==> src/rtl/uart_frz_tx_pkg.sv <==
package uart_frz_tx_pkg;
  localparam int CHAR_W = 8;

  typedef struct packed {
    logic              addr;
    logic [CHAR_W-1:0] data;
  } tx_char_t;
endpackage

==> src/rtl/uart_frz_fifo.sv <==
module uart_frz_fifo #(
  parameter int DEPTH = 4,
  parameter int W     = 9,
  localparam int PW   = (DEPTH > 1) ? $clog2(DEPTH) : 1,
  localparam int LW   = $clog2(DEPTH + 1)
) (
  input  logic          clk_i,
  input  logic          rst_ni,
  input  logic          push_i,
  input  logic [W-1:0]  din_i,
  input  logic          pop_i,
  output logic [W-1:0]  dout_o,
  output logic [LW-1:0] level_o,
  output logic          full_o,
  output logic          empty_o
);
  logic [W-1:0]  mem_q [DEPTH];
  logic [PW-1:0] wptr_q, rptr_q;
  logic [LW-1:0] cnt_q;

  function automatic logic [PW-1:0] nxt(input logic [PW-1:0] p);
    return (p == PW'(DEPTH - 1)) ? '0 : p + PW'(1);
  endfunction

  assign full_o  = (cnt_q == LW'(DEPTH));
  assign empty_o = (cnt_q == '0);
  assign level_o = cnt_q;
  assign dout_o  = mem_q[rptr_q];

  always_ff @(posedge clk_i or negedge rst_ni) begin
    if (!rst_ni) begin
      wptr_q <= '0;
      rptr_q <= '0;
      cnt_q  <= '0;
      for (int i = 0; i < DEPTH; i++) mem_q[i] <= '0;
    end else begin
      if (push_i) begin
        mem_q[wptr_q] <= din_i;
        wptr_q        <= nxt(wptr_q);
      end
      if (pop_i) rptr_q <= nxt(rptr_q);
      if (push_i && !pop_i)      cnt_q <= cnt_q + LW'(1);
      else if (pop_i && !push_i) cnt_q <= cnt_q - LW'(1);
    end
  end
endmodule

==> src/rtl/uart_frz_baud.sv <==
module uart_frz_baud #(
  parameter int MAX_DIV = 32,
  localparam int CW     = $clog2(MAX_DIV)
) (
  input  logic       clk_i,
  input  logic       rst_ni,
  input  logic       en_i,
  input  logic       run_i,
  input  logic       sync_i,
  input  logic [1:0] sel_i,
  output logic       tick_o
);
  logic [CW-1:0] cnt_q, lim;

  always_comb begin
    unique case (sel_i)
      2'b00:   lim = CW'(MAX_DIV / 4 - 1);
      2'b01:   lim = CW'(MAX_DIV / 2 - 1);
      default: lim = CW'(MAX_DIV - 1);
    endcase
  end

  assign tick_o = run_i && en_i && (sync_i || cnt_q == lim);

  // counter held at zero when idle so the start bit gets a full period
  always_ff @(posedge clk_i or negedge rst_ni) begin
    if (!rst_ni)                 cnt_q <= '0;
    else if (!run_i || tick_o)   cnt_q <= '0;
    else if (en_i && !sync_i)    cnt_q <= cnt_q + CW'(1);
  end
endmodule

==> src/rtl/uart_frz_shift.sv <==
module uart_frz_shift
  import uart_frz_tx_pkg::*;
(
  input  logic       clk_i,
  input  logic       rst_ni,
  input  logic       tick_i,
  input  logic       start_i,
  input  tx_char_t   char_i,
  input  logic [1:0] len_i,
  input  logic       md_i,
  output logic       busy_o,
  output logic       last_o,
  output logic       txd_o
);
  localparam int FW = CHAR_W + 3;
  localparam int BW = $clog2(FW + 1);

  logic [FW-1:0] sreg_q, frame_d;
  logic [BW-1:0] bit_q, nb_q, nb_d, nd;
  logic          busy_q;

  assign nd   = BW'(5) + BW'(len_i);
  assign nb_d = nd + BW'(2) + BW'(md_i);

  always_comb begin
    frame_d    = '1;
    frame_d[0] = 1'b0;
    for (int i = 0; i < CHAR_W; i++)
      if (BW'(i) < nd) frame_d[1+i] = char_i.data[i];
    if (md_i) frame_d[nd + BW'(1)] = char_i.addr;
  end

  assign busy_o = busy_q;
  assign last_o = busy_q && tick_i && (bit_q == nb_q - BW'(1));
  assign txd_o  = busy_q ? sreg_q[0] : 1'b1;

  always_ff @(posedge clk_i or negedge rst_ni) begin
    if (!rst_ni) begin
      sreg_q <= '1;
      bit_q  <= '0;
      nb_q   <= '0;
      busy_q <= 1'b0;
    end else if (start_i) begin
      sreg_q <= frame_d;
      bit_q  <= '0;
      nb_q   <= nb_d;
      busy_q <= 1'b1;
    end else if (last_o) begin
      busy_q <= 1'b0;
      sreg_q <= '1;
    end else if (busy_q && tick_i) begin
      sreg_q <= {1'b1, sreg_q[FW-1:1]};
      bit_q  <= bit_q + BW'(1);
    end
  end
endmodule

==> src/rtl/uart_frz_tx.sv <==
module uart_frz_tx
  import uart_frz_tx_pkg::*;
#(
  parameter int DEPTH   = 4,
  parameter int MAX_DIV = 32,
  localparam int LW     = $clog2(DEPTH + 1)
) (
  input  logic              clk_i,
  input  logic              rst_ni,
  input  logic              wr_valid_i,
  input  logic [CHAR_W-1:0] wr_data_i,
  input  logic              wr_addr_i,
  input  logic              bit_en_i,
  input  logic [1:0]        char_len_i,
  input  logic              md_en_i,
  input  logic              sync_i,
  input  logic [1:0]        ovs_sel_i,
  input  logic              freeze_i,
  output logic              txd_o,
  output logic              rts_o,
  output logic              fifo_full_o,
  output logic              fifo_empty_o,
  output logic [LW-1:0]     fifo_level_o,
  output logic              overflow_o
);
  tx_char_t      wr_char, head;
  logic          push, start, busy, last, tick;
  logic          frz_q, frz_first, permit, ovf_q;
  logic [LW-1:0] allow_q;

  assign wr_char = '{addr: wr_addr_i, data: wr_data_i};
  assign push    = wr_valid_i && !fifo_full_o;

  uart_frz_fifo #(.DEPTH(DEPTH), .W($bits(tx_char_t))) u_fifo (
    .clk_i, .rst_ni,
    .push_i (push),
    .din_i  (wr_char),
    .pop_i  (start),
    .dout_o (head),
    .level_o(fifo_level_o),
    .full_o (fifo_full_o),
    .empty_o(fifo_empty_o)
  );

  uart_frz_baud #(.MAX_DIV(MAX_DIV)) u_baud (
    .clk_i, .rst_ni,
    .en_i  (bit_en_i),
    .run_i (busy),
    .sync_i(sync_i),
    .sel_i (ovs_sel_i),
    .tick_o(tick)
  );

  uart_frz_shift u_shift (
    .clk_i, .rst_ni,
    .tick_i (tick),
    .start_i(start),
    .char_i (head),
    .len_i  (char_len_i),
    .md_i   (md_en_i),
    .busy_o (busy),
    .last_o (last),
    .txd_o  (txd_o)
  );

  // freeze: snapshot FIFO occupancy at first sight, drain only that many
  assign frz_first = freeze_i && !frz_q;
  assign permit    = !fifo_empty_o && (!freeze_i || frz_first || allow_q != '0);
  assign start     = permit && (!busy || last);

  always_ff @(posedge clk_i or negedge rst_ni) begin
    if (!rst_ni) begin
      frz_q   <= 1'b0;
      allow_q <= '0;
      ovf_q   <= 1'b0;
    end else begin
      frz_q <= freeze_i;
      ovf_q <= wr_valid_i && fifo_full_o;
      if (frz_first)             allow_q <= fifo_level_o - LW'(start);
      else if (freeze_i && start) allow_q <= allow_q - LW'(1);
    end
  end

  assign rts_o      = busy;
  assign overflow_o = ovf_q;
endmodule

==> config.mk <==
export PLATFORM = sky130hd
export DESIGN_NAME = uart_frz_tx
export DESIGN_NICKNAME = d
export VERILOG_FILES = /design/src/rtl/uart_frz_tx_pkg.sv /design/src/rtl/uart_frz_fifo.sv /design/src/rtl/uart_frz_baud.sv /design/src/rtl/uart_frz_shift.sv /design/src/rtl/uart_frz_tx.sv
export SDC_FILE = /design/constraint.sdc
export NUM_CORES = 1
export LEC_CHECK = 0
export BUFFER_PORTS_ARGS = -buffer_cell sky130_fd_sc_hd__buf_2
export CAP_MARGIN = 25
export CORE_ASPECT_RATIO = 0.9
export CORE_MARGIN = 2
export CORE_UTILIZATION = 68
export CTS_BUF_LIST = sky130_fd_sc_hd__clkbuf_4
export DETAILED_ROUTE_END_ITERATION = 8
export PLACE_DENSITY = 0.92
export REMOVE_ABC_BUFFERS = 1
export SYNTH_ARGS = -nofsm -noshare
export SYNTH_HDL_FRONTEND = slang
export SYNTH_HIERARCHICAL = 1
export SYNTH_SLANG_ARGS = --single-unit
==> constraint.sdc <==
create_clock -name clk_i -period 11 [get_ports clk_i]
set_clock_uncertainty 0.1 [all_clocks]
set_input_delay 1.65 -clock clk_i [delete_from_list [all_inputs] [get_ports clk_i]]
set_output_delay 1.65 -clock clk_i [all_outputs]
set_load 0.05 [all_outputs]
==> results of run 1 <==
power groups by stage:
stage	Clock (uW)	Combinational, uW	Sequential [uW]
after detailed placement	0	606	514
after CTS	171	607	508
after global routing	182	661	524
final	166	605	509
after global placement	0	573	501
after floorplan	0	456	509
metrics by stage:
step	setup WS, ps	area (sq um)	instances	total power [uW]	util
6_report	5450	4450	452	1280	0.769
4_1_cts	5550	4450	452	1290	0.769
5_1_grt	5150	4450	452	1370	0.769
2_1_floorplan	3420	4060	338	965	-
3_5_place_dp	5090	4320	437	1120	0.745
3_3_place_gp	5300	4320	437	1070	0.745
synth_stat cells (all sizes together), types with 3 or more instances:
cell type,instances,area [sq um]
nand3,14,70.1
a211oi,10,80.1
and3,3,18.8
ha,23,288
clkbuf,6,22.5
mux4,9,206
nand4,5,31.3
mux2,39,439
a32o,3,30.0
a21oi,9,52.6
buf,7,55.1
o21ai,8,40.0
a21o,3,23.8
nor2b,10,70.1
nand2,20,87.6
nand2b,5,31.3
a31oi,6,43.8
dfstp,11,289
nor3,11,71.3
and2,3,18.8
a2bb2oi,3,26.3
xor2,4,35.0
dfrtp,62,1550
nor2,13,48.8
a2111oi,4,35.0
nand4b,3,26.3
inv,19,71.3
mux2i,9,90.1
xnor2,10,87.6
flip-flops by register name, indices dropped and copies added (netlist names):
name	flops
allow_q	3
u_shift/busy_o	1
u_baud/cnt_q	5
u_shift/bit_q	4
u_shift/nb_q	4
overflow_o	1
u_fifo/rptr_q	2
frz_q	1
u_fifo/mem_q	36
u_fifo/level_o	3
u_fifo/wptr_q	2
u_shift/sreg_q	11
cell families after synthesis:
group                    synth area share
flip-flops                          0.445
AND/OR/NAND/NOR                     0.133
XOR/XNOR                           0.0354
adder cells (fa/ha/maj)            0.0744
multiplexers                        0.178
AO/OA/AOI/OAI                      0.0986
buffers and inverters              0.0360
worst max path at each step:
stage / startpoint / end / slack [ps] / cells after the start
floorplan: ovs_sel_i[1] / u_fifo/level_o[1] / 3420 / 14
global placement: ovs_sel_i[1] / u_fifo/level_o[1] / 5300 / 16
detailed placement: ovs_sel_i[1] / u_fifo/level_o[1] / 5090 / 16
CTS: ovs_sel_i[1] / u_fifo/level_o[1] / 5550 / 16
global route: ovs_sel_i[1] / u_fifo/level_o[1] / 5150 / 16
finish: ovs_sel_i[1] / u_fifo/level_o[1] / 5450 / 16
routing by layer:
layer | vias up | GRT usage | wire (microns)
met4 | 0 | 0.0766 | 109
li1 | 1340 | - | -
met3 | 13 | 0.0521 | 277
met5 | - | 0 | 0
met2 | 68 | 0.437 | 4130
met1 | 1435 | 0.337 | 3410
final cells by class:
class	instances	area [sq um]
multi-input combinational	246	2170
clock inverter	6	68.8
clock buffer	9	67.6
inverter	19	71.3
tap	70	87.6
fill	385	1340
timing repair buffer	29	150
sequential	73	1840
==> impl_metrics.env, run 1 <==
export IMPL_syn_area_sq_mm=0.00414
export IMPL_setup_tns_final_ps=0
export IMPL_tritoncts="done"
export IMPL_synthArstFlopShare=1.00
export IMPL_postCtsSetupRepairBufs=0
export IMPL_antenna_found_initial=0
export IMPL_crit_chain="buf_2 > nor2_1 > a31oi_2 > a21oi_1 > nand2_1 > nor4_4 > nand2_2 > inv_1 > nor2b_4 > a311oi_4 > buf_4 > inv_1 > ha_1 > inv_1 > fa_1 > mux2_2"
export IMPL_final_cell_mix="62 x dfrtp_1, 39 x mux2_2, 27 x buf_2"
export IMPL_via_per_inst=6.32
export IMPL_clock_path_buffers=2
export IMPL_combPwrFrac=0.472
export IMPL_yosysWarnings=6
export IMPL_slew_viol_final=0
export IMPL_hold_viol_final=0
export IMPL_yosysUniqueCellTypes=58
export IMPL_routedWlPerCell_microns=17.5
export IMPL_worst_pin_slew_ps=957
export IMPL_crit_arrival_ps=5760
export IMPL_portBuffers=27
export IMPL_fp_coreArea_sq_mm=0.00579
export IMPL_synth_seq_cells=73
export IMPL_antenna_left=0
export IMPL_ir_drop_mv=0.173
export IMPL_slew_headroom=0.357
export IMPL_vias=2856
export IMPL_cts_sinks=73
export IMPL_clk_pin_slew_ps=110
export IMPL_ctsRootBufferMaster="clkbuf_4"
export IMPL_cp_end_kind="flop"
export IMPL_area_delta_synth_final_pct=7.59
export IMPL_drive_gt1_frac=0.309
export IMPL_grt_pass1_wl_microns=13400
export IMPL_critical_path_class="input pin to flop"
export IMPL_die_h_microns=78.0
export IMPL_r2r_end="u_fifo/level_o[1]"
export IMPL_layout_commonest_cell="dfrtp_1"
export IMPL_fin_nets=422
export IMPL_cp_slowest_stage_delay_ps=770
export IMPL_ys_flop_type="dfrtp_1"
export IMPL_fp_dieArea_sq_mm=0.00673
export IMPL_grt_pass1_vias=2848
export IMPL_cts_buffers_inserted=9
export IMPL_drtPass1Iterations=4
export IMPL_io_pins=28
export IMPL_reg2reg_depth=17
export IMPL_p_sw_uw=518
export IMPL_fin_crit_ps=5550
export IMPL_rsz0062_at_grt="no"
export IMPL_reg2reg_from="u_baud/cnt_q[0]"
export IMPL_finalSetupViolCount=0
export IMPL_synth_edf_count=0
export IMPL_postSynthAreaPerCell_sq_um=11.8
export IMPL_cts_resized=0
export IMPL_seq_power_share=0.398
export IMPL_yosysSeqAreaShare=0.445
export IMPL_outcome="finished, final reports clean"
export IMPL_hpwl_microns=5650
export IMPL_power_frac_clock=0.130
export IMPL_swShare=0.405
export IMPL_cp_common_cell="inv_1"
export IMPL_insertion_delay_ps=430
export IMPL_path_buf_inv=5
export IMPL_whs_path_depth=1
export IMPL_htreeDepth=3
export IMPL_drt_wl_total_microns=7930
export IMPL_die_w_microns=86.2
export IMPL_gp_congestion=0.860
export IMPL_cp_max_fo=45
export IMPL_finalCritPeriodShare=0.505
export IMPL_grt_overflow=0
export IMPL_max_cap_violations=0
export IMPL_min_path_type="flop to flop"
export IMPL_critPathTopFamily="simple AND/OR/NAND/NOR gates"
export IMPL_p_int_uw=762
export IMPL_initial_utilization=0.715
export IMPL_worstPathRequired_ps=11210
export IMPL_fmax_mhz=180
export IMPL_drc_errors=0
export IMPL_diodes=0
export IMPL_leakage_uw=0.00196
export IMPL_std_cell_rows=26
export IMPL_hold_ws_ps=413
export IMPL_r2r_slack_ps=6150
export IMPL_grt_max_degree=74
export IMPL_power_density_mw_per_mm2=288
export IMPL_synthCells=351
export IMPL_holdBufCountCts=0
export IMPL_hp_start="u_fifo/mem_q[29]"
export IMPL_critPathSlowestCell="nor4_4"
export IMPL_first_iter_violations=179
export IMPL_critPathLaunchType="input pin"
export IMPL_hold_end="u_fifo/mem_q[29]"
export IMPL_track_usage=0.258
(Power assumes the default switching activity.)
==> run 2, diff against run 1 <==
- CORE_UTILIZATION: 68 -> 57
- PLACE_DENSITY: 0.92 -> 0.83
- clock period: 11 -> 4.9 ns (I/O delays scaled with it)
==> run 2 against run 1 <==
Effect of this change: clock-buffer cell count is the same; worst hold slack lost 110 ps; largest cell class unchanged; cell count grew 5.8%; setup slack lost 4400 ps; sequential power grew 120%; sequential share of layout area shrank 0.62 points; via count shrank 2.0%.
==> impl_metrics.env, run 2 (synthesis gave the netlist of run 1 again) <==
export IMPL_cp_max_fo=44
export IMPL_fin_util=0.642
export IMPL_largest_register_ffs=36
export IMPL_fin_cells=478
export IMPL_fin_nets=424
export IMPL_reg2reg_from="u_baud/cnt_q[0]"
export IMPL_final_cell_mix="62 x dfrtp_1, 39 x mux2_2, 27 x buf_2"
export IMPL_std_cell_rows=29
export IMPL_max_cap_violations=0
export IMPL_top_register="u_fifo/mem_q"
export IMPL_routedWlPerCell_microns=16.0
export IMPL_fp_dieArea_sq_mm=0.00796
export IMPL_fp_coreArea_sq_mm=0.00704
export IMPL_critPathSlowestCell="dfrtp_1"
export IMPL_finalPower_uw=2910
export IMPL_crit_chain="ha_1 > a21oi_1 > inv_1 > nand3_1 > a21oi_1 > nand2_1 > nor4_4 > nand2_2 > inv_1 > nor2b_4 > a311oi_4 > buf_4 > ha_1 > ha_1 > xnor2_1 > a211oi_1"
export IMPL_cts_buffers_inserted=9
export IMPL_finalCritPeriodShare=0.791
export IMPL_fin_crit_ps=3880
export IMPL_portBuffers=27
export IMPL_diodes=0
export IMPL_top_regs="u_fifo/mem_q (36), u_shift/sreg_q (11), u_baud/cnt_q (5)"
export IMPL_postCtsSetupRepairBufs=0
export IMPL_p_int_uw=1770
export IMPL_clk_pin_slew_ps=120
export IMPL_grt_pass1_vias=2780
export IMPL_leakage_uw=0.00198
export IMPL_ctsRootBufferMaster="clkbuf_4"
export IMPL_insertion_delay_ps=410
export IMPL_hold_ws_ps=306
export IMPL_layout_commonest_cell="dfrtp_1"
export IMPL_drt_wl_total_microns=7650
export IMPL_grt_overflow=0
export IMPL_die_h_microns=84.8
export IMPL_p_sw_uw=1140
export IMPL_grt_pass1_wl_microns=13100
export IMPL_cts_sinks=73
export IMPL_min_path_type="input pin to asynchronous set/reset pin"
export IMPL_tritoncts="done"
export IMPL_die_w_microns=93.8
export IMPL_track_usage=0.211
export IMPL_antenna_left=0
export IMPL_first_iter_violations=133
export IMPL_seq_power_share=0.390
export IMPL_io_pins=28
export IMPL_initial_utilization=0.588
export IMPL_cts_resized=0
export IMPL_swShare=0.392
export IMPL_worstPathRequired_ps=5130
export IMPL_outcome="finished, final reports clean"
export IMPL_slew_headroom=0.384
export IMPL_via_per_inst=5.86
export IMPL_nFillCells=564
export IMPL_power_density_mw_per_mm2=645
export IMPL_cp_end_kind="flop"
export IMPL_fmax_mhz=258
export IMPL_critPathLaunchType="flop"
export IMPL_grt_max_degree=45
export IMPL_slew_viol_final=0
export IMPL_worst_pin_slew_ps=917
export IMPL_vias=2799
export IMPL_cp_common_cell="ha_1"
export IMPL_gp_congestion=0.784
export IMPL_dpl_cell_count=462
export IMPL_htreeDepth=3
export IMPL_startpoint="u_baud/cnt_q[0]"
export IMPL_drive_gt1_frac=0.309
export IMPL_ir_drop_mv=0.324
export IMPL_combPwrFrac=0.465
export IMPL_drc_errors=0
export IMPL_holdBufCountCts=0
export IMPL_power_frac_clock=0.145
export IMPL_critical_path_class="flop to flop"
export IMPL_finalSetupViolCount=0
export IMPL_area_delta_synth_final_pct=9.22
export IMPL_cp_slowest_stage_delay_ps=440
export IMPL_hold_viol_final=0
export IMPL_clock_path_buffers=2
export IMPL_rsz0062_at_grt="no"
export IMPL_multi_input_area_sq_mm=0.00217
export IMPL_crit_arrival_ps=4100
export IMPL_antenna_found_initial=0
export IMPL_hpwl_microns=5440
export IMPL_seq_area_sq_mm=0.00184
export IMPL_drtPass1Iterations=4
-- run 2: cell types whose count changed in the layout (fill, tap and decap cells not counted), sizes merged --
cell and change:
clkinv -1, inv +1, bufinv +1, buf +2
-- run 2: power by group through the flow --
stage | registers (uW) | logic (uW) | clock network [uW]
finish | 1140 | 1350 | 422
global route | 1180 | 1490 | 464
CTS | 1140 | 1360 | 438
detailed placement | 1150 | 1360 | 0
global placement | 1130 | 1310 | 0
floorplan | 1140 | 1020 | 0
-- run 2: per-layer routing --
layer / global-route usage / share of wire
met1: 0.282 / 0.46
met2: 0.349 / 0.50
met3: 0.0471 / 0.029
met4: 0.0593 / 0.0082
met5: 0 / 0
-- run 2: cell type report --
type                       count  share of cell area
clock inverter                 7              0.0205
inverter                      19              0.0158
multi-input combinational    246               0.479
timing repair buffer          31              0.0365
tap                           93              0.0257
sequential                    73               0.407
clock buffer                   9              0.0150
-- run 2: worst paths after layout --
check | to | slack (ps) | depth (start not counted)
max | allow_q[2] | 1020 | 16
min | u_baud/cnt_q[1] | 310 | 1
max reg2reg | allow_q[2] | 1020 | 16
min reg2reg | u_fifo/mem_q[0] | 420 | 1
max in group asynchronous | u_fifo/mem_q[5] | 3420 | 2
min in group clk_i | u_fifo/mem_q[0] | 420 | 1
-- run 2: stage by stage --
step	setup TNS [ps]	area (sq um)	setup WS, ps
2_1_floorplan	-27800	4060	-1770
3_3_place_gp	0	4360	917
3_5_place_dp	0	4360	776
4_1_cts	0	4520	1020
5_1_grt	0	4520	567
6_report	0	4520	1020
-- run 2: critical path: cells and delay by family (launching register included) --
family	cells	cell delay (ps)
compound gates	4	830
fa+ha+maj	3	610
buf+inv	3	650
flops	1	440
simple gates	5	1070
xor+xnor	1	70
==> run 3, diff against run 2 <==
- clock period: 4.9 -> 3.2 ns (I/O delays scaled with it)
==> run 3 against run 2 <==
Effect of this change: non-clock buffer count rose by 23; power rose by 58%; clock power rose by 48%; cell count rose by 4.8%; first-iteration DRC count rose by 13%; routed wire length rose by 11%; critical endpoint is now u_fifo/level_o[1].
==> impl_metrics.env, run 3 (synthesis gave the netlist of run 1 again) <==
export IMPL_drtPass1Iterations=4
export IMPL_fmax_mhz=343
export IMPL_finalCritPeriodShare=0.910
export IMPL_p_sw_uw=1850
export IMPL_critPathLaunchType="flop"
export IMPL_ir_drop_mv=0.578
export IMPL_top_register="u_fifo/mem_q"
export IMPL_hpwl_microns=6130
export IMPL_largest_register_ffs=36
export IMPL_min_path_type="input pin to flop"
export IMPL_antenna_found_initial=0
export IMPL_crit_chain="inv_1 > ha_1 > xor3_1 > nor4_4 > nand2_2 > inv_2 > nor2b_4 > a311oi_4 > inv_2 > ha_1 > inv_1 > fa_1 > mux2_2"
export IMPL_leakage_uw=0.00209
export IMPL_top_regs="u_fifo/mem_q (36), u_shift/sreg_q (11), u_baud/cnt_q (5)"
export IMPL_critical_path_class="flop to flop"
export IMPL_worstPathRequired_ps=3410
export IMPL_critPathTopFamily="adder cells"
export IMPL_initial_utilization=0.588
export IMPL_ctsRootBufferMaster="clkbuf_4"
export IMPL_slew_headroom=0.535
export IMPL_track_usage=0.232
export IMPL_fin_nets=447
export IMPL_vias=2966
export IMPL_path_buf_inv=4
export IMPL_tritoncts="done"
export IMPL_diodes=0
export IMPL_outcome="finished, final reports clean"
export IMPL_grt_pass1_vias=3160
export IMPL_first_iter_violations=150
export IMPL_seq_area_sq_mm=0.00184
export IMPL_final_cell_mix="62 x dfrtp_1, 39 x mux2_2, 27 x buf_2"
export IMPL_htreeDepth=3
export IMPL_critPathSlowestCell="dfrtp_1"
export IMPL_slew_viol_final=0
export IMPL_worst_pin_slew_ps=696
export IMPL_nFillCells=553
export IMPL_place_area_sq_mm=0.00449
export IMPL_grt_pass1_wl_microns=14500
export IMPL_routedWlPerCell_microns=16.9
export IMPL_power_frac_clock=0.136
export IMPL_cp_slowest_stage_delay_ps=420
export IMPL_p_int_uw=2750
export IMPL_portBuffers=27
export IMPL_clock_path_buffers=2
export IMPL_drive_gt1_frac=0.363
export IMPL_rsz0062_at_grt="no"
export IMPL_layout_commonest_cell="dfrtp_1"
export IMPL_via_per_inst=5.92
export IMPL_cts_buffers_inserted=9
export IMPL_die_h_microns=84.8
export IMPL_combPwrFrac=0.492
export IMPL_area_delta_synth_final_pct=13.6
export IMPL_fp_dieArea_sq_mm=0.00796
export IMPL_io_pins=28
export IMPL_cp_end_kind="flop"
export IMPL_fin_util=0.668
export IMPL_crit_arrival_ps=3120
export IMPL_swShare=0.401
export IMPL_grt_max_degree=37
export IMPL_gp_congestion=0.801
export IMPL_fp_coreArea_sq_mm=0.00704
export IMPL_antenna_left=0
export IMPL_fin_crit_ps=2910
export IMPL_insertion_delay_ps=420
export IMPL_hold_viol_final=0
export IMPL_die_w_microns=93.8
export IMPL_seq_power_share=0.372
export IMPL_cts_sinks=73
export IMPL_clk_pin_slew_ps=130
export IMPL_max_cap_violations=0
export IMPL_power_density_mw_per_mm2=979
export IMPL_drt_wl_total_microns=8460
export IMPL_cp_max_fo=3
export IMPL_std_cell_rows=29
export IMPL_finalSetupViolCount=0
export IMPL_grt_overflow=0
export IMPL_multi_input_area_sq_mm=0.00217
export IMPL_drc_errors=0
export IMPL_final_cell_area_sq_mm=0.00470
## run 3: changes by cell type in the layout (fill, tap and decap cells not counted), moves of 2 or more
cell	change
clkinv_1	-2
buf_4	+21
inv_1	-2
inv_8	+2
inv_2	+2
## run 3: worst paths after layout
path	slack (ps)	depth (start not counted)	end	start
max	290	13	u_fifo/level_o[1]	u_shift/nb_q[0]
min	180	2	overflow_o	wr_valid_i
max reg2reg	290	13	u_fifo/level_o[1]	u_shift/nb_q[0]
min reg2reg	420	1	u_fifo/mem_q[20]	u_fifo/mem_q[20]
max in group asynchronous	1810	3	u_fifo/mem_q[9]	rst_ni
min in group asynchronous	400	2	u_baud/cnt_q[1]	rst_ni
## run 3: repair_timing
item                                   in CTS  in global routing
endpoints found under the hold margin      12                  0
setup endpoints to repair                   1                 14
buffers inserted                            0                  4
pin swaps                                   1                  3
gates resized for setup                     1                  5
hold buffers                                1                  0
## run 3: per-stage QoR
step	instances	TNS (ps)	power (uW)	worst slack (ps)	hold slack [ps]
2_1_floorplan	338	-74390	3320	-3320	84.4
3_3_place_gp	480	-30.7	3820	-30.7	308
3_5_place_dp	480	-467	3970	-120	321
4_1_cts	497	0	4600	30.5	149
5_1_grt	501	0	4950	25.9	144
6_report	501	0	4600	288	178
## run 3: power groups by stage
| stage | Combinational [uW] | Sequential [uW] | Clock (uW) |
|---|---|---|---|
| 2_1_floorplan | 1570 | 1750 | 0 |
| 3_3_place_gp | 2120 | 1700 | 0 |
| 3_5_place_dp | 2230 | 1740 | 0 |
| 4_1_cts | 2240 | 1720 | 645 |
| 5_1_grt | 2480 | 1780 | 680 |
| 6_report | 2260 | 1710 | 625 |
## run 3: metal layers
| layer | up-vias | track usage | wire length, microns |
|---|---|---|---|
| met5 | - | 0 | 0 |
| met4 | 0 | 0.0777 | 108 |
| met3 | 12 | 0.0542 | 309 |
| met2 | 56 | 0.403 | 4450 |
| met1 | 1501 | 0.287 | 3600 |
| li1 | 1397 | - | - |
## run 3: area by class of cell
cell class,instances,share of cell area
Multi-Input combinational cell,246,0.463
Sequential cell,73,0.392
Timing Repair Buffer,54,0.0732
Tap cell,93,0.0248
Clock inverter,7,0.0184
Inverter,19,0.0152
Clock buffer,9,0.0144
